==> src/rtl/ilv_pkg.sv <==
package ilv_pkg;
  parameter int LFSR_W = 16;
  parameter int SLOT_W = 4;

  typedef enum logic [1:0] {
    MODE_ILV2 = 2'd0,
    MODE_ILV3 = 2'd1,
    MODE_ONE9 = 2'd2,
    MODE_ONE7 = 2'd3
  } mode_e;

  typedef enum logic [2:0] {
    CMD_DES,
    CMD_NOP,
    CMD_ACT,
    CMD_RD,
    CMD_PRE
  } cmd_e;

  function automatic logic [SLOT_W-1:0] last_slot(mode_e m);
    case (m)
      MODE_ILV2: return SLOT_W'(7);
      MODE_ILV3: return SLOT_W'(9);
      MODE_ONE9: return SLOT_W'(8);
      default:   return SLOT_W'(6);
    endcase
  endfunction

  function automatic logic [LFSR_W-1:0] lfsr_step(logic [LFSR_W-1:0] v);
    return {v[LFSR_W-2:0], v[15] ^ v[13] ^ v[12] ^ v[10]};
  endfunction
endpackage

==> src/rtl/ilv_lfsr.sv <==
module ilv_lfsr
  import ilv_pkg::*;
(
  input  logic              clk_i,
  input  logic              rst_ni,
  input  logic              load_i,
  input  logic              adv_i,
  input  logic [LFSR_W-1:0] seed_i,
  output logic [LFSR_W-1:0] q_o
);
  always_ff @(posedge clk_i or negedge rst_ni) begin
    if (!rst_ni)     q_o <= LFSR_W'(1);
    else if (load_i) q_o <= (seed_i == '0) ? LFSR_W'(1) : seed_i;
    else if (adv_i)  q_o <= lfsr_step(q_o);
  end


  lfsr_live_chk: assert property (@(posedge clk_i) disable iff (!rst_ni)
    q_o != '0);


  lfsr_zero_seed_chk: assert property (@(posedge clk_i) disable iff (!rst_ni)
    (load_i && seed_i == '0) |=> q_o == LFSR_W'(1));
endmodule

==> src/rtl/ilv_ctrl.sv <==
module ilv_ctrl
  import ilv_pkg::*;
(
  input  logic              clk_i,
  input  logic              rst_ni,
  input  logic              start_i,
  input  logic              stop_i,
  input  mode_e             mode_i,
  output logic              run_o,
  output logic [SLOT_W-1:0] slot_o,
  output mode_e             mode_o,
  output logic              primed_o,
  output logic              load_o,
  output logic              adv_o
);
  logic stop_pend_q;
  logic stop_now;
  logic at_end;

  assign at_end   = run_o && (slot_o == last_slot(mode_o));
  assign stop_now = stop_pend_q | stop_i;
  assign load_o   = !run_o && start_i;
  assign adv_o    = at_end && !stop_now;

  always_ff @(posedge clk_i or negedge rst_ni) begin
    if (!rst_ni) begin
      run_o       <= 1'b0;
      slot_o      <= '0;
      mode_o      <= MODE_ILV2;
      primed_o    <= 1'b0;
      stop_pend_q <= 1'b0;
    end else if (load_o) begin
      run_o       <= 1'b1;
      slot_o      <= '0;
      mode_o      <= mode_i;
      primed_o    <= 1'b0;
      stop_pend_q <= 1'b0;
    end else if (run_o) begin
      if (at_end) begin
        slot_o      <= '0;
        primed_o    <= 1'b1;
        stop_pend_q <= 1'b0;
        if (stop_now) run_o <= 1'b0;
      end else begin
        slot_o      <= slot_o + SLOT_W'(1);
        stop_pend_q <= stop_now;
      end
    end
  end


  start_go_chk: assert property (@(posedge clk_i) disable iff (!rst_ni)
    (start_i && !run_o) |=> (run_o && slot_o == '0 && !primed_o));


  stop_done_chk: assert property (@(posedge clk_i) disable iff (!rst_ni)
    (at_end && stop_now) |=> !run_o);


  end_only_chk: assert property (@(posedge clk_i) disable iff (!rst_ni)
    $fell(run_o) |-> $past(at_end));


  mode_hold_chk: assert property (@(posedge clk_i) disable iff (!rst_ni)
    (run_o && $past(run_o)) |-> $stable(mode_o));
endmodule

==> src/rtl/ilv_decode.sv <==
module ilv_decode
  import ilv_pkg::*;
#(
  parameter int ADDR_W  = 13,
  parameter int COL_W   = 10,
  parameter int BURST_W = 2,
  parameter int AP_BIT  = 10
) (
  input  logic              run_i,
  input  mode_e             mode_i,
  input  logic [SLOT_W-1:0] slot_i,
  input  logic              primed_i,
  input  logic [LFSR_W-1:0] lfsr_i,
  output cmd_e              cmd_o,
  output logic [1:0]        ba_o,
  output logic [ADDR_W-1:0] addr_o
);
  localparam int COL_HI = COL_W - BURST_W;

  logic [ADDR_W-1:0] row_a;
  logic [ADDR_W-1:0] col_a;
  logic [SLOT_W-1:0] rd_idx;
  logic              ap;

  assign row_a  = lfsr_i[ADDR_W-1:0];
  assign col_a  = ADDR_W'({lfsr_i[LFSR_W-1 -: COL_HI], {BURST_W{1'b0}}});
  assign rd_idx = slot_i - SLOT_W'(3);
  assign ap     = (mode_i == MODE_ILV2) || (mode_i == MODE_ILV3);

  always_comb begin
    cmd_o = CMD_DES;
    ba_o  = '0;
    if (run_i) begin
      cmd_o = CMD_NOP;
      case (mode_i)
        MODE_ILV2: begin
          if (!slot_i[0]) begin
            cmd_o = CMD_ACT;
            ba_o  = slot_i[2:1];
          end else if (slot_i != SLOT_W'(1) || primed_i) begin
            cmd_o = CMD_RD;
            ba_o  = slot_i[2:1] - 2'd1;
          end
        end
        MODE_ILV3: begin
          if (!slot_i[0] && slot_i < SLOT_W'(8)) begin
            cmd_o = CMD_ACT;
            ba_o  = slot_i[2:1];
          end else if (slot_i[0] && slot_i != SLOT_W'(1)) begin
            cmd_o = CMD_RD;
            ba_o  = rd_idx[2:1];
          end
        end
        MODE_ONE9: begin
          if (slot_i == SLOT_W'(0))      cmd_o = CMD_ACT;
          else if (slot_i == SLOT_W'(3)) cmd_o = CMD_RD;
          else if (slot_i == SLOT_W'(5)) cmd_o = CMD_PRE;
        end
        default: begin
          if (slot_i == SLOT_W'(0))      cmd_o = CMD_ACT;
          else if (slot_i == SLOT_W'(2)) cmd_o = CMD_RD;
          else if (slot_i == SLOT_W'(5)) cmd_o = CMD_PRE;
        end
      endcase
    end
  end

  always_comb begin
    addr_o = '0;
    if (cmd_o == CMD_ACT) addr_o = row_a;
    else if (cmd_o == CMD_RD) begin
      addr_o         = col_a;
      addr_o[AP_BIT] = ap;
    end
  end
endmodule

==> src/rtl/ilv_rd_seq.sv <==
module ilv_rd_seq
  import ilv_pkg::*;
#(
  parameter int ADDR_W  = 13,
  parameter int COL_W   = 10,
  parameter int BURST_W = 2,
  parameter int AP_BIT  = 10
) (
  input  logic              clk_i,
  input  logic              rst_ni,
  input  logic              start_i,
  input  logic              stop_i,
  input  logic [1:0]        mode_i,
  input  logic [15:0]       seed_i,
  output logic              cs_no,
  output logic              ras_no,
  output logic              cas_no,
  output logic              we_no,
  output logic [1:0]        ba_o,
  output logic [ADDR_W-1:0] addr_o,
  output logic              valid_o
);
  logic              run;
  logic [SLOT_W-1:0] slot;
  mode_e             mode_q;
  logic              primed;
  logic              load;
  logic              adv;
  logic [LFSR_W-1:0] lfsr;
  cmd_e              cmd;

  ilv_ctrl u_ctrl (
    .clk_i    (clk_i),
    .rst_ni   (rst_ni),
    .start_i  (start_i),
    .stop_i   (stop_i),
    .mode_i   (mode_e'(mode_i)),
    .run_o    (run),
    .slot_o   (slot),
    .mode_o   (mode_q),
    .primed_o (primed),
    .load_o   (load),
    .adv_o    (adv)
  );

  ilv_lfsr u_lfsr (
    .clk_i  (clk_i),
    .rst_ni (rst_ni),
    .load_i (load),
    .adv_i  (adv),
    .seed_i (seed_i),
    .q_o    (lfsr)
  );

  ilv_decode #(
    .ADDR_W  (ADDR_W),
    .COL_W   (COL_W),
    .BURST_W (BURST_W),
    .AP_BIT  (AP_BIT)
  ) u_dec (
    .run_i    (run),
    .mode_i   (mode_q),
    .slot_i   (slot),
    .primed_i (primed),
    .lfsr_i   (lfsr),
    .cmd_o    (cmd),
    .ba_o     (ba_o),
    .addr_o   (addr_o)
  );

  always_comb begin
    case (cmd)
      CMD_NOP: {cs_no, ras_no, cas_no, we_no} = 4'b0111;
      CMD_ACT: {cs_no, ras_no, cas_no, we_no} = 4'b0011;
      CMD_RD:  {cs_no, ras_no, cas_no, we_no} = 4'b0101;
      CMD_PRE: {cs_no, ras_no, cas_no, we_no} = 4'b0010;
      default: {cs_no, ras_no, cas_no, we_no} = 4'b1111;
    endcase
  end

  assign valid_o = run;


  act_gap_chk: assert property (@(posedge clk_i) disable iff (!rst_ni)
    (!cs_no && !ras_no && cas_no && we_no) |=> !(!cs_no && !ras_no && cas_no && we_no));


  idle_des_chk: assert property (@(posedge clk_i) disable iff (!rst_ni)
    !valid_o |-> (cs_no && addr_o == '0));
endmodule

==> config.mk <==
export PLATFORM = sky130hd
export DESIGN_NAME = ilv_rd_seq
export DESIGN_NICKNAME = d
export VERILOG_FILES = /design/src/rtl/ilv_pkg.sv /design/src/rtl/ilv_lfsr.sv /design/src/rtl/ilv_ctrl.sv /design/src/rtl/ilv_decode.sv /design/src/rtl/ilv_rd_seq.sv
export SDC_FILE = /design/constraint.sdc
export NUM_CORES = 1
export LEC_CHECK = 0
export BUFFER_PORTS_ARGS = -buffer_cell sky130_fd_sc_hd__buf_2
export CORE_MARGIN = 3
export CORE_UTILIZATION = 40
export DETAILED_ROUTE_END_ITERATION = 6
export PLACE_DENSITY = 0.68
export SLEW_MARGIN = 20
export SYNTH_ARGS = -nofsm -noshare
export SYNTH_HDL_FRONTEND = slang
export SYNTH_HIERARCHICAL = 1
export SYNTH_SLANG_ARGS = --single-unit
==> constraint.sdc <==
create_clock -name clk_i -period 4.8 [get_ports clk_i]
set_input_delay 0.96 -clock clk_i [delete_from_list [all_inputs] [get_ports clk_i]]
set_output_delay 0.96 -clock clk_i [all_outputs]
set_load 0.005 [all_outputs]
Word level (Yosys, flattened, before mapping)
Cells that the tools add are included.
{ "word_totals": {"regBits": 25, "inputBits": 22, "out_inout_bits": 20, "wordCells": 84} }
{ "op_classes": {"add_sub_neg": 3, "n_lt_le_gt_ge": 1, "n_eq_ne": 11, "n_mux": 40, "bitwise": 4, "reduce_logical": 19} }
{ "ops": {"columns": ["op", "n"], "rows": [
  ["2-to-1 mux 16 bit", 3],
  ["2-to-1 mux 3 bit", 8],
  ["logical NOT 16 bit", 1],
  ["2-to-1 mux 1 bit", 14],
  ["2-to-1 mux 2 bit", 7],
  ["2-to-1 mux 13 bit", 1],
  ["2-to-1 mux 4 bit", 3],
  ["case mux 4 bit (3 select lines)", 1],
  ["2-to-1 mux 11 bit", 1],
  ["case mux 3 bit (3 select lines)", 1],
  ["== test 4 x 2 -> 1 bit, second input constant", 2],
  ["== test 3 x 2 -> 1 bit, second input constant", 2],
  ["nonzero test 2 bit", 3],
  ["logical AND 1 bit", 5],
  ["adder 4 x 1 -> 4 bit, second input constant", 1],
  ["== test 4 x 3 -> 1 bit, second input constant", 1],
  ["== test 4 bit", 1],
  ["logical NOT 4 bit", 1],
  ["less-than comparator 4 bit, second input constant", 1],
  ["inequality test 4 x 1 -> 1 bit, second input constant", 1],
  ["case mux 2 bit (2 select lines)", 1],
  ["OR reduction 4 bit", 1],
  ["== test 3 x 1 -> 1 bit, second input constant", 1],
  ["== test 3 bit, second input constant", 1],
  ["11 further kinds", 16]
]} }

Logic depth before layout (Yosys ltp)
Gate-level depths: netlist (run 1).
{ "depth": {"word_depth": 9, "depth_mapped": 10, "depth_no_buf": 8} }

By module
Netlist (run 1), hierarchy kept.
{ "modules_own_cells": {"columns": ["module", "n_inst", "cells_each", "area_per_inst_um2", "seq_area_each_um2"], "rows": [
  ["ilv_lfsr", 1, 77, 799.5, 401.6],
  ["ilv_decode", 1, 74, 529.3, 0.0],
  ["ilv_ctrl", 1, 52, 498.0, 225.2],
  ["ilv_rd_seq", 1, 6, 41.3, 0.0]
]} }

Least setup slack after synthesis (run 1)
Ideal clock, no wire load.
{ "synth_timing": {"path_type": "register to output", "from": "register u_ctrl.slot_o[0]", "to": "output port cs_no", "t_arrival_ps": 2017, "required_ps": 3840, "setup_slack_ps": 1823, "stages_incl_launch_ff": 11, "path_buffers": 2, "path_cell_list": "dfrtp_1 > buf_2 > inv_1 > ha_1 > or2_2 > a21oi_1 > o211a_4 > buf_6 > nor2_1 > nor2_2 > xor2_1"} }
{ "synth_via": {"elab_chain_cells": 9, "word_cells_on_any_way": 27, "classes_between": "order compare: 1; eq/ne: 8; mux: 12; reduce/logical: 6"} }
{ "synth_lines": {"columns": ["item", "line_no", "source"], "rows": [
  ["from (decl)", "ilv_ctrl.sv:10", "output logic [SLOT_W-1:0] slot_o,"],
  ["from (signal assigned)", "ilv_ctrl.sv:45", "slot_o <= slot_o + SLOT_W'(1);"],
  ["parallel branches: the longest is 4 deep, another holds less-than comparator 4 bit", null, null],
  ["case mux 3 bit (3 select lines) (*)", "ilv_decode.sv:35", "case (mode_i)"],
  ["2-to-1 mux 3 bit (*)", "ilv_decode.sv:33", "if (run_i) begin"],
  ["net cmd[1]", "ilv_rd_seq.sv:30", "cmd_e cmd;"],
  ["== test 3 bit, or another cell as far along", "ilv_rd_seq.sv:72", "case (cmd)"],
  ["OR reduction 4 bit (no source line) (*)", null, null],
  ["2-to-1 mux 1 bit (*)", "ilv_rd_seq.sv:72", null],
  ["to (decl)", "ilv_rd_seq.sv:15", "output logic cs_no,"]
]} }
Mark *: on every way through the listed nets, which the timed path passes.

Worst setup path in the final report (run 1)
{ "layout_timing": {"from": "register u_ctrl.slot_o[0]", "to": "output port cs_no"} }
{ "layout_via": {"elab_chain_cells": 9, "word_cells_on_any_way": 27, "classes_between": "order compare: 1; eq/ne: 8; mux: 12; reduce/logical: 6"} }
{ "layout_lines": {"columns": ["item", "line_no"], "rows": [
  ["== test 4 x 3 -> 1 bit", "ilv_decode.sv:57, ilv_decode.sv:62"],
  ["2-to-1 mux 3 bit", "ilv_decode.sv:57, ilv_decode.sv:62"],
  ["2-to-1 mux 3 bit (on tied branches)", "ilv_decode.sv:61, ilv_decode.sv:56"],
  ["2-to-1 mux 3 bit (on tied branches)", "ilv_decode.sv:60, ilv_decode.sv:55"],
  ["case mux 3 bit (3 select lines) (*)", "ilv_decode.sv:35"],
  ["2-to-1 mux 3 bit (*)", "ilv_decode.sv:33"],
  ["net cmd[0]", "ilv_rd_seq.sv:30"],
  ["== test 3 bit, or another cell as far along", "ilv_rd_seq.sv:72"],
  ["OR reduction 4 bit (no source line) (*)", null],
  ["2-to-1 mux 1 bit (*)", "ilv_rd_seq.sv:72"]
]} }
Mark *: on every way through the listed nets, which the timed path passes. The rest lies on a longest branch.

==> flow_summary.toml, run 1 <==
[worst_setup_path]
criticalPathCategory = "reg -> out"
cp_max_fo = 17
path_cells = "ha_1, mux2i_1, o221ai_2, inv_1, nor2_2, xor2_1, buf_2"
start_kind = "register"
crit_required_ns = 3.84
worst_setup_path_end_kind = "primary output"
max_stage_delay_ns = 0.67
crit_arrival_ns = 2.63
slowest_stage = "o221ai_2"

[clock_tree]
worstSkewPairLatency_ns = 0.27
cts_sinks = 25
cts_setup_buffers = 0
numCtsBuffers = 3
clkSlewWorstSetupHoldPaths_ns = 0.09
cts_buffer_depth = 2
cts_tree = "done"
hold_buffers = 0
cts_resized = 0
root_buffer = "clkbuf_8"
htree_levels = 1

[synthesis]
ys.warnings.count = 6
yosysTopAreaCellShare_pct = 32.2
synth_area_per_cell_um2 = 8.94
ys_types = 49
synth_area_um2 = 1870
synth_edf_count = 0
syn_inst = 209
synth.area.top_cells = "dfrtp_1, mux2i_1, nand2_1"
synth-seq-cells = 25
syn-num-nets = 238
yosysTopAreaCell = "dfrtp_1"
synthFlopType = "dfrtp_1"
async_reset_ff_share_pct = 100
ys_seq_area_share_pct = 33.6

[finish]
fillers = 444
syn_to_final_growth_pct = 12.5
finalInstanceArea_um2 = 2100
drive_gt1_share_pct = 23.1
fin_cells = 294
num_antenna_cells = 0
layout.cells.most_common = "buf_2"
final_cell_mix = "buf_2, nand2_1, mux2i_1"
layout.nets = 272
utilization_pct = 47.3

[sta]
holdWs_ns = 0.512
worst_pin_slew_ns = 0.932
fmax_mhz = 278
final.period_utilization_pct = 74.9
drv_slew = 0
setup_violations = 0
period_needed_ns = 3.59
rsz0062_at_grt = "no"
hold_viol = 0
clock_skew_ns = 0.00350
relSlewSlack_pct = 37.8
final.setup.tns_ns = 0

[route]
drc = 0
wl_um = 4090
dr.pass1.iters = 5
via_per_inst = 5.34
vias = 1570
drt_iter0_drc = 99
wl_per_cell_um = 13.9
ant_nets = 0

[place]
post-place-cells = 290
gp_congestion = 0.747
dp_hpwl_um = 3120
place_area_um2 = 2050
port-buffer-count = 41

[floorplan]
core.rowCount = 24
start_util_pct = 42.0
die-area_um2 = 5530
core_area_um2 = 4440
die_w_um = 74.3
die_h_um = 74.3
io_pins = 42

[global_routing]
antenna_found_initial = 0
grt_first_pass_wirelength_um = 6690
grt_max_degree = 38
track_usage_pct = 15.1
grt_pass1_vias = 1443
grt_remaining_overflow = 0

[worst_hold_path]
hp-class = "reg -> reg"

[flow_run]
drv_cap = 0

[pwr]
power.density_nw_per_um2 = 728
leakagePower_nw = 0.927
vdd_drop_max_uv = 275

[outcome]
status = "completed"
## flip-flops by register name (all words and copies together), names as in the netlist
signal,count
u_ctrl/mode_o,2
u_ctrl/primed_o,1
u_ctrl/run_o,1
u_ctrl/slot_o,4
u_ctrl/stop_pend_q,1
u_lfsr/q_o,16
## critical path: cells and delay by family, from the launching register on
kind                       cells  cell delay [ns]
AOI/OAI and AO/OA              1             0.67
DFF                            1             0.66
buffers and inverters          2             0.32
adders and majority gates      1             0.29
muxes                          1             0.11
and+or+nand+nor                1             0.18
xor gates and xnor gates       1             0.14
## area by class of cell
class / count / area (um^2) / share of cell area [%]
Tap cell: 52 / 65.1 / 3.10
Inverter: 10 / 37.5 / 1.79
Clock buffer: 3 / 41.3 / 1.97
Clock inverter: 1 / 7.51 / 0.357
Sequential cell: 25 / 627 / 29.8
Multi-Input combinational cell: 162 / 1120 / 53.2
Timing Repair Buffer: 41 / 205 / 9.77
## final timing paths
kind                                           startpoint                              to  slack, ns  depth (start not counted)
setup reg to reg             u_ctrl/mode_o[1]$_DFFE_PN0P_       u_lfsr/q_o[2]$_DFFE_PN0P_       1.90                          7
min in group asynchronous                          rst_ni      u_lfsr/q_o[12]$_DFFE_PN0P_       0.67                          1
max in group asynchronous                          rst_ni       u_lfsr/q_o[0]$_DFFE_PN1P_       3.76                          1
hold reg to reg            u_ctrl/stop_pend_q$_DFFE_PN0P_  u_ctrl/stop_pend_q$_DFFE_PN0P_       0.51                          2
hold / removal             u_ctrl/stop_pend_q$_DFFE_PN0P_  u_ctrl/stop_pend_q$_DFFE_PN0P_       0.51                          2
setup / recovery             u_ctrl/slot_o[0]$_DFFE_PN0P_                           cs_no       1.21                          7
## metrics by stage
| step | setup WS (ns) | power [mW] |
|---|---|---|
| after floorplan | 1.82 | 1.18 |
| after global placement | 1.64 | 1.38 |
| after detailed placement | 1.53 | 1.40 |
| after CTS | 1.22 | 1.54 |
| after global routing | 1.01 | 1.69 |
| final | 1.21 | 1.53 |
## power by group
part	switching, mW	internal, mW	total, mW
sequential	0.186	0.320	0.506
clock	0.0671	0.0587	0.126
combinational	0.460	0.438	0.898
## logic make-up after synthesis
| logic type | count (synthesis) | share of synthesized area, % |
|---|---|---|
| AND/OR/NAND/NOR | 77 | 21.0 |
| multiplexers | 26 | 13.9 |
| XOR/XNOR | 8 | 3.75 |
| adder cells (fa/ha/maj) | 7 | 4.69 |
| AO/OA/AOI/OAI | 44 | 16.2 |
| buffers and inverters | 22 | 6.90 |
| flip-flops | 25 | 33.6 |
## layer usage
metal | GRT usage, % | routed length, um | vias up
li1 | - | - | 805
met1 | 22.9 | 2050 | 736
met2 | 23.6 | 1910 | 27
met3 | 1.22 | 119 | 2
met4 | 2.96 | 17 | 0
met5 | 0 | 0 | -
## cells in the mapped netlist, types with 2 or more instances
cell type and number:
nand2_1 29, o21ai_0 21, ha_1 7, xnor2_1 3
nand3_1 2, xor2_1 5, o21a_1 2, and3_1 2
nor2_1 11, a21oi_1 5, dfrtp_1 24, buf_6 4
nand2b_1 3, clkbuf_1 5, inv_1 10, mux2i_1 26
nor4_1 3, a2bb2oi_1 2, nor3_1 15
Power figures use the tool's default switching activity.
==> inputs of run 2 (changes only) <==
--- a/config.mk
+++ b/config.mk
@@ -5,11 +5,12 @@
 export SDC_FILE = /design/constraint.sdc
 export NUM_CORES = 1
 export LEC_CHECK = 0
+export ABC_AREA = 1
 export BUFFER_PORTS_ARGS = -buffer_cell sky130_fd_sc_hd__buf_2
 export CORE_MARGIN = 3
 export CORE_UTILIZATION = 40
 export DETAILED_ROUTE_END_ITERATION = 6
-export PLACE_DENSITY = 0.68
+export PLACE_DENSITY = 0.7
 export SLEW_MARGIN = 20
 export SYNTH_ARGS = -nofsm -noshare
 export SYNTH_HDL_FRONTEND = slang
==> constraint.sdc (replaced) <==
create_clock -name clk_i -period 2.9 [get_ports clk_i]
set_input_delay 0.58 -clock clk_i [delete_from_list [all_inputs] [get_ports clk_i]]
set_output_delay 0.58 -clock clk_i [all_outputs]
set_load 0.005 [all_outputs]
==> run 2 against run 1 <==
  * Via count increased by 23%
  * Non-clock buffer count increased by 2
  * First-iteration DRC count increased by 10%
  * Clock power increased by 71%
  * Clock skew increased by 0.0032 ns
  * Area after synthesis increased by 8.6%
  * Hold slack got worse by 0.23 ns
  * Highest routed layer unchanged
==> flow_summary.toml, run 2 <==
[synthesis]
ys.warnings.count = 6
synth_commonest_cells = "nand2_1, nor2_1, inv_1"
yosysTopAreaCell = "dfrtp_1"
syn-num-nets = 315
syn_inst = 286
synth_area_um2 = 2030
synth.area.top_cells = "dfrtp_1, nand2_1, nor2_1"
yosysMostFrequentCell = "nand2_1"
synth-seq-cells = 25
synth_area_per_cell_um2 = 7.10
async_reset_ff_share_pct = 100
yosysTopAreaCellShare_pct = 29.6
ys_seq_area_share_pct = 30.9
synthFlopType = "dfrtp_1"
ys_types = 35
synth_edf_count = 0

[worst_setup_path]
max_stage_delay_ns = 0.45
criticalPathCategory = "reg -> out"
path_cells = "inv_2, ha_1, inv_1, nand2_1, nand3_1, nand2_1, inv_2, nand3_4, nand2_1, inv_1, nor2_1, nand2_1, nand2_1, buf_2"
crit_required_ns = 2.32
crit_arrival_ns = 2.04
ff2ff_setup_slack_ns = 0.78
worst_setup_path_end_kind = "primary output"
reg2regPathDepth = 13
r2r-end = "u_lfsr/q_o[15]$_DFFE_PN0P_"
r2r_start = "u_ctrl/mode_o[1]$_DFFE_PN0P_"
slowest_stage = "dfrtp_2"
critPathLaunch = "u_ctrl/slot_o[0]$_DFFE_PN0P_"
endpoint = "cs_no"
worst_path_most_repeated_cell = "nand2_1"
cp_max_fo = 20
start_kind = "register"

[pwr]
vdd_drop_max_uv = 405
leakagePower_nw = 1.23
power.density_nw_per_um2 = 1210
totalPowerFinal_mw = 2.83

[global_routing]
antenna_found_initial = 0
grt_max_degree = 26
grt_first_pass_wirelength_um = 7910
track_usage_pct = 16.2
grt_pass1_vias = 1719
grt_remaining_overflow = 0

[clock_tree]
hold_buffers = 0
worstSkewPairLatency_ns = 0.28
cts_buffer_depth = 2
root_buffer = "clkbuf_8"
cts_tree = "done"
numCtsBuffers = 3
htree_levels = 1
clkSlewWorstSetupHoldPaths_ns = 0.09
cts_sinks = 25

[outcome]
status = "completed"

[finish]
finalInstanceArea_um2 = 2330
num_antenna_cells = 0
largestRegisters = "u_lfsr/q_o (16), u_ctrl/slot_o (4), u_ctrl/mode_o (2)"
syn_to_final_growth_pct = 15.0
utilization_pct = 48.5
layout.cells.most_common = "nand2_1"
layout.nets = 357
final_cell_mix = "nand2_1, nor2_1, buf_2"
fin_cells = 394
largest_register = "u_lfsr/q_o"
drive_gt1_share_pct = 27.2
largest_register_ffs = 16

[sta]
holdWs_ns = 0.279
final.setup.tns_ns = 0
hold_viol = 0
clock_skew_ns = 0.00665
setup_ws_ns = 0.277
worst_pin_slew_ns = 0.559
period_needed_ns = 2.62
setup_violations = 0
fmax_mhz = 381
drv_slew = 0
rsz0062_at_grt = "no"
relSlewSlack_pct = 62.8
final.period_utilization_pct = 90.5

[floorplan]
core_area_um2 = 4820
die_w_um = 77.2
core.rowCount = 25
start_util_pct = 42.1
die_h_um = 77.2
die-area_um2 = 5960
io_pins = 42

[route]
drc = 0
wl_um = 4680
dr.pass1.iters = 4
vias = 1934
via_per_inst = 4.91
ant_nets = 0
drt_iter0_drc = 109
wl_per_cell_um = 11.9

[place]
post-place-cells = 390
dp_hpwl_um = 3660
place_area_um2 = 2280
port-buffer-count = 41
gp_congestion = 0.884
place_ws_ns = 0.480

[worst_hold_path]
hp-class = "in -> async"

[flow_run]
drv_cap = 0
==> run 2: cell types whose count changed after synthesis, sizes merged, moves of 16 or more <==
cell   before  now
nand2      29   86
nor2       12   49
inv        10   41
mux2i      26    0
nand4       0   17
o21ai      23    7
==> run 2: critical path, delay by kind of cell (launching register included) <==
family	cells	cell delay, ns
adders and majority gates	1	0.23
buffers and inverters	5	0.38
DFF	1	0.45
and+or+nand+nor	8	0.72
==> run 2: final cells by class <==
| type | instances | area [um^2] |
|---|---|---|
| well taps | 67 | 83.8 |
| clock buffers | 3 | 41.3 |
| multi-input cells | 214 | 1190 |
| inverters | 41 | 161 |
| flip-flops and latches | 25 | 629 |
| clock inverters | 1 | 7.51 |
| repair buffers | 43 | 220 |
| fillers | 523 | 2480 |
==> run 2: how the worst min path moves through the flow <==
stage | start | endpoint | slack [ns] | depth (start not counted)
after floorplan | rst_ni | u_ctrl/mode_o[0]$_DFFE_PN0P_ | 0.28 | 0
after global placement | u_lfsr/q_o[0]$_DFFE_PN1P_ | u_lfsr/q_o[0]$_DFFE_PN1P_ | 0.47 | 2
after detailed placement | u_lfsr/q_o[0]$_DFFE_PN1P_ | u_lfsr/q_o[0]$_DFFE_PN1P_ | 0.48 | 2
after CTS | rst_ni | u_lfsr/q_o[13]$_DFFE_PN0P_ | 0.31 | 1
after global routing | rst_ni | u_lfsr/q_o[13]$_DFFE_PN0P_ | 0.33 | 1
final | rst_ni | u_lfsr/q_o[13]$_DFFE_PN0P_ | 0.28 | 1
==> run 2: timing repair <==
action | in CTS | in global routing
setup buffers | 0 | 0
setup endpoints to repair | 0 | 3
gates resized for setup | 0 | 2
==> run 2: metal layers <==
metal  share of wire (%)  track usage, %  vias to the layer above
met4                 1.3            5.69                        0
met1                  47            23.5                      859
met3                 7.8            2.11                        4
met5                   0               0                        -
li1                    -               -                     1013
met2                  44            24.6                       58
==> run 2: cells by family (layout without fill, tap and decap cells) <==
kind of cell | after synthesis | count (layout) | synth area share [%]
and+or+nand+nor | 176 | 176 | 42.4
DFF | 25 | 25 | 30.9
AOI/OAI and AO/OA | 27 | 27 | 10.3
xor gates and xnor gates | 4 | 4 | 1.73
buffers and inverters | 47 | 88 | 10.4
adders and majority gates | 7 | 7 | 4.32
==> run 2: power breakdown <==
part           leakage, nW  switching [mW]  total, mW  internal [mW]
clock network       0.0217           0.119      0.216         0.0976
registers            0.281           0.216      0.739          0.523
logic                0.927            1.13       1.88          0.752
total                 1.23            1.46       2.83           1.37
==> inputs of run 3 (changes only) <==
--- a/config.mk
+++ b/config.mk
@@ -10,7 +10,7 @@
 export CORE_MARGIN = 3
 export CORE_UTILIZATION = 40
 export DETAILED_ROUTE_END_ITERATION = 6
-export PLACE_DENSITY = 0.7
+export PLACE_DENSITY = 0.67
 export SLEW_MARGIN = 20
 export SYNTH_ARGS = -nofsm -noshare
 export SYNTH_HDL_FRONTEND = slang
==> constraint.sdc (replaced) <==
create_clock -name clk_i -period 2.5 [get_ports clk_i]
set_input_delay 0.5 -clock clk_i [delete_from_list [all_inputs] [get_ports clk_i]]
set_output_delay 0.5 -clock clk_i [all_outputs]
set_load 0.005 [all_outputs]
==> run 3 against run 2 <==
  * Final cell count up 3.0%
  * Worst setup slack got worse by 0.18 ns
  * Non-clock buffer count rose by 11
  * Clock-buffer cell count is the same
  * Highest routed layer unchanged
  * First-iteration DRC count increased by 12%
  * Hold slack worse by 0.072 ns
  * Power increased by 26%
  * Sequential cell count unchanged
  * Critical path type unchanged
==> flow_summary.toml, run 3 (synthesis gave the netlist of run 2 again) <==
[worst_setup_path]
worst_path_most_repeated_cell = "nand3_4"
r2r_start = "u_ctrl/mode_o[1]$_DFFE_PN0P_"
crit_required_ns = 2.00
r2r-end = "u_lfsr/q_o[15]$_DFFE_PN0P_"
worst_setup_path_end_kind = "primary output"
cp.buffers_inverters = 3
cp_top_family = "simple AND/OR/NAND/NOR gates"
start_kind = "register"
path_cells = "buf_4, ha_2, nand3_1, nand3_2, nand3_4, buf_6, nand3_4, nor2_2, buf_2"
criticalPathCategory = "reg -> out"
reg2regPathDepth = 13
cp_max_fo = 9
ff2ff_setup_slack_ns = 0.33
max_stage_delay_ns = 0.46
crit_arrival_ns = 1.90
slowest_stage = "dfrtp_2"

[pwr]
clockPowerShare_pct = 6.9
switching_share_pct = 50.9
p_int_mw = 1.76
vdd_drop_max_uv = 585
pwr-share-seq_pct = 23.6
totalPowerFinal_mw = 3.58
leakagePower_nw = 1.29
power.density_nw_per_um2 = 1450
p_comb_share_pct = 69.5
p_sw_mw = 1.82

[sta]
worst_pin_slew_ns = 0.563
final.setup.tns_ns = 0
period_needed_ns = 2.40
fmax_mhz = 417
rsz0062_at_grt = "yes"
final.period_utilization_pct = 95.9
setup_violations = 0
relSlewSlack_pct = 62.5
hold_viol = 0
holdWs_ns = 0.207
drv_slew = 0
clock_skew_ns = 0.00266

[floorplan]
core.rowCount = 25
die-area_um2 = 5960
die_h_um = 77.2
core_area_um2 = 4820
io_pins = 42
start_util_pct = 42.1
die_w_um = 77.2

[global_routing]
antenna_found_initial = 0
grt_max_degree = 26
grt_pass1_vias = 1822
grt_first_pass_wirelength_um = 8090
grt_remaining_overflow = 0
track_usage_pct = 16.2

[route]
ant_nets = 0
drc = 0
dr.pass1.iters = 4
vias = 2022
drt_iter0_drc = 122
wl_per_cell_um = 12.4
wl_um = 5030
via_per_inst = 4.98

[clock_tree]
hold_buffers = 0
root_buffer = "clkbuf_8"
numCtsBuffers = 3
htree_levels = 1
worstSkewPairLatency_ns = 0.27
cts_tree = "done"
cts_sinks = 25
cts_buffer_depth = 2
clkSlewWorstSetupHoldPaths_ns = 0.09

[finish]
layout.cells.most_common = "nand2_1"
syn_to_final_growth_pct = 21.5
fin_cells = 406
final_cell_mix = "nand2_1, buf_2, nor2_1"
largest_register = "u_lfsr/q_o"
multiInputGateArea_um2 = 1230
drive_gt1_share_pct = 32.4
num_antenna_cells = 0
layout.nets = 369
fillers = 510
largest_register_ffs = 16
seq_area_um2 = 629
largestRegisters = "u_lfsr/q_o (16), u_ctrl/slot_o (4), u_ctrl/mode_o (2)"

[place]
dp_hpwl_um = 3660
gp_congestion = 0.899
post-place-cells = 391
port-buffer-count = 41

[worst_hold_path]
hp-class = "in -> async"

[flow_run]
drv_cap = 0

[outcome]
status = "completed"
## run 3: repair_timing
action,4_1_cts,5_1_grt
pin swaps,0,4
resized for setup,2,14
hold endpoints to repair,0,0
gates cloned,1,1
setup buffers,5,4
endpoints found under the setup margin,17,17
## run 3: final cells by class
type                    instances  area share (%)
inverters                      41            6.65
multi-input cells             215            49.8
clock inverters                 1           0.305
flip-flops and latches         25            25.5
well taps                      67            3.40
clock buffers                   3            1.68
repair buffers                 54            12.6
## run 3: metrics by stage
step,worst slack [ns],utilization [%],area [um^2]
5_1_grt,-0.0470,51.2,2460
3_3_place_gp,0.224,47.6,2290
6_report,0.101,51.2,2460
4_1_cts,0.0320,49.6,2390
3_5_place_dp,0.120,47.6,2290
2_1_floorplan,0.340,-,2030
## run 3: worst max path at each step
stage / start / endpoint / slack (ns) / depth (start not counted)
finish: u_ctrl/slot_o[0]$_DFFE_PN0P_ / addr_o[1] / 0.10 / 9
global route: u_ctrl/slot_o[1]$_DFFE_PN0P_ / cs_no / -0.05 / 14
CTS: u_ctrl/slot_o[0]$_DFFE_PN0P_ / cs_no / 0.03 / 11
detailed placement: u_ctrl/slot_o[0]$_DFFE_PN0P_ / cs_no / 0.12 / 14
global placement: u_ctrl/slot_o[0]$_DFFE_PN0P_ / cs_no / 0.22 / 14
floorplan: u_ctrl/slot_o[0]$_DFFE_PN0P_ / cs_no / 0.34 / 11
## run 3: power groups by stage
stage               sequential, mW  combinational, mW  clock (mW)
global route                 0.872               2.80       0.272
floorplan                    0.787               1.68           0
finish                       0.843               2.49       0.246
detailed placement           0.861               2.19           0
CTS                          0.837               2.30       0.254
global placement             0.855               2.15           0
## run 3: routing by layer
layer | track usage [%] | share of wire, % | vias up
met5 | 0 | 0 | -
met4 | 4.98 | 0.96 | 0
met3 | 2.00 | 5.2 | 6
met2 | 24.4 | 45 | 56
met1 | 24.0 | 49 | 920
li1 | - | - | 1040
## run 3: worst reg2reg max path: stages, from the launching register on
cell	delay (ns)
dfrtp_1	0.48
inv_1	0.12
ha_1	0.30
inv_1	0.06
nand2_1	0.05
nand2_1	0.07
nand2_2	0.06
nor2_4	0.14
nand2_2	0.09
nor2_1	0.12
inv_2	0.13
nand2_4	0.18
inv_4	0.09
a221oi_2	0.22
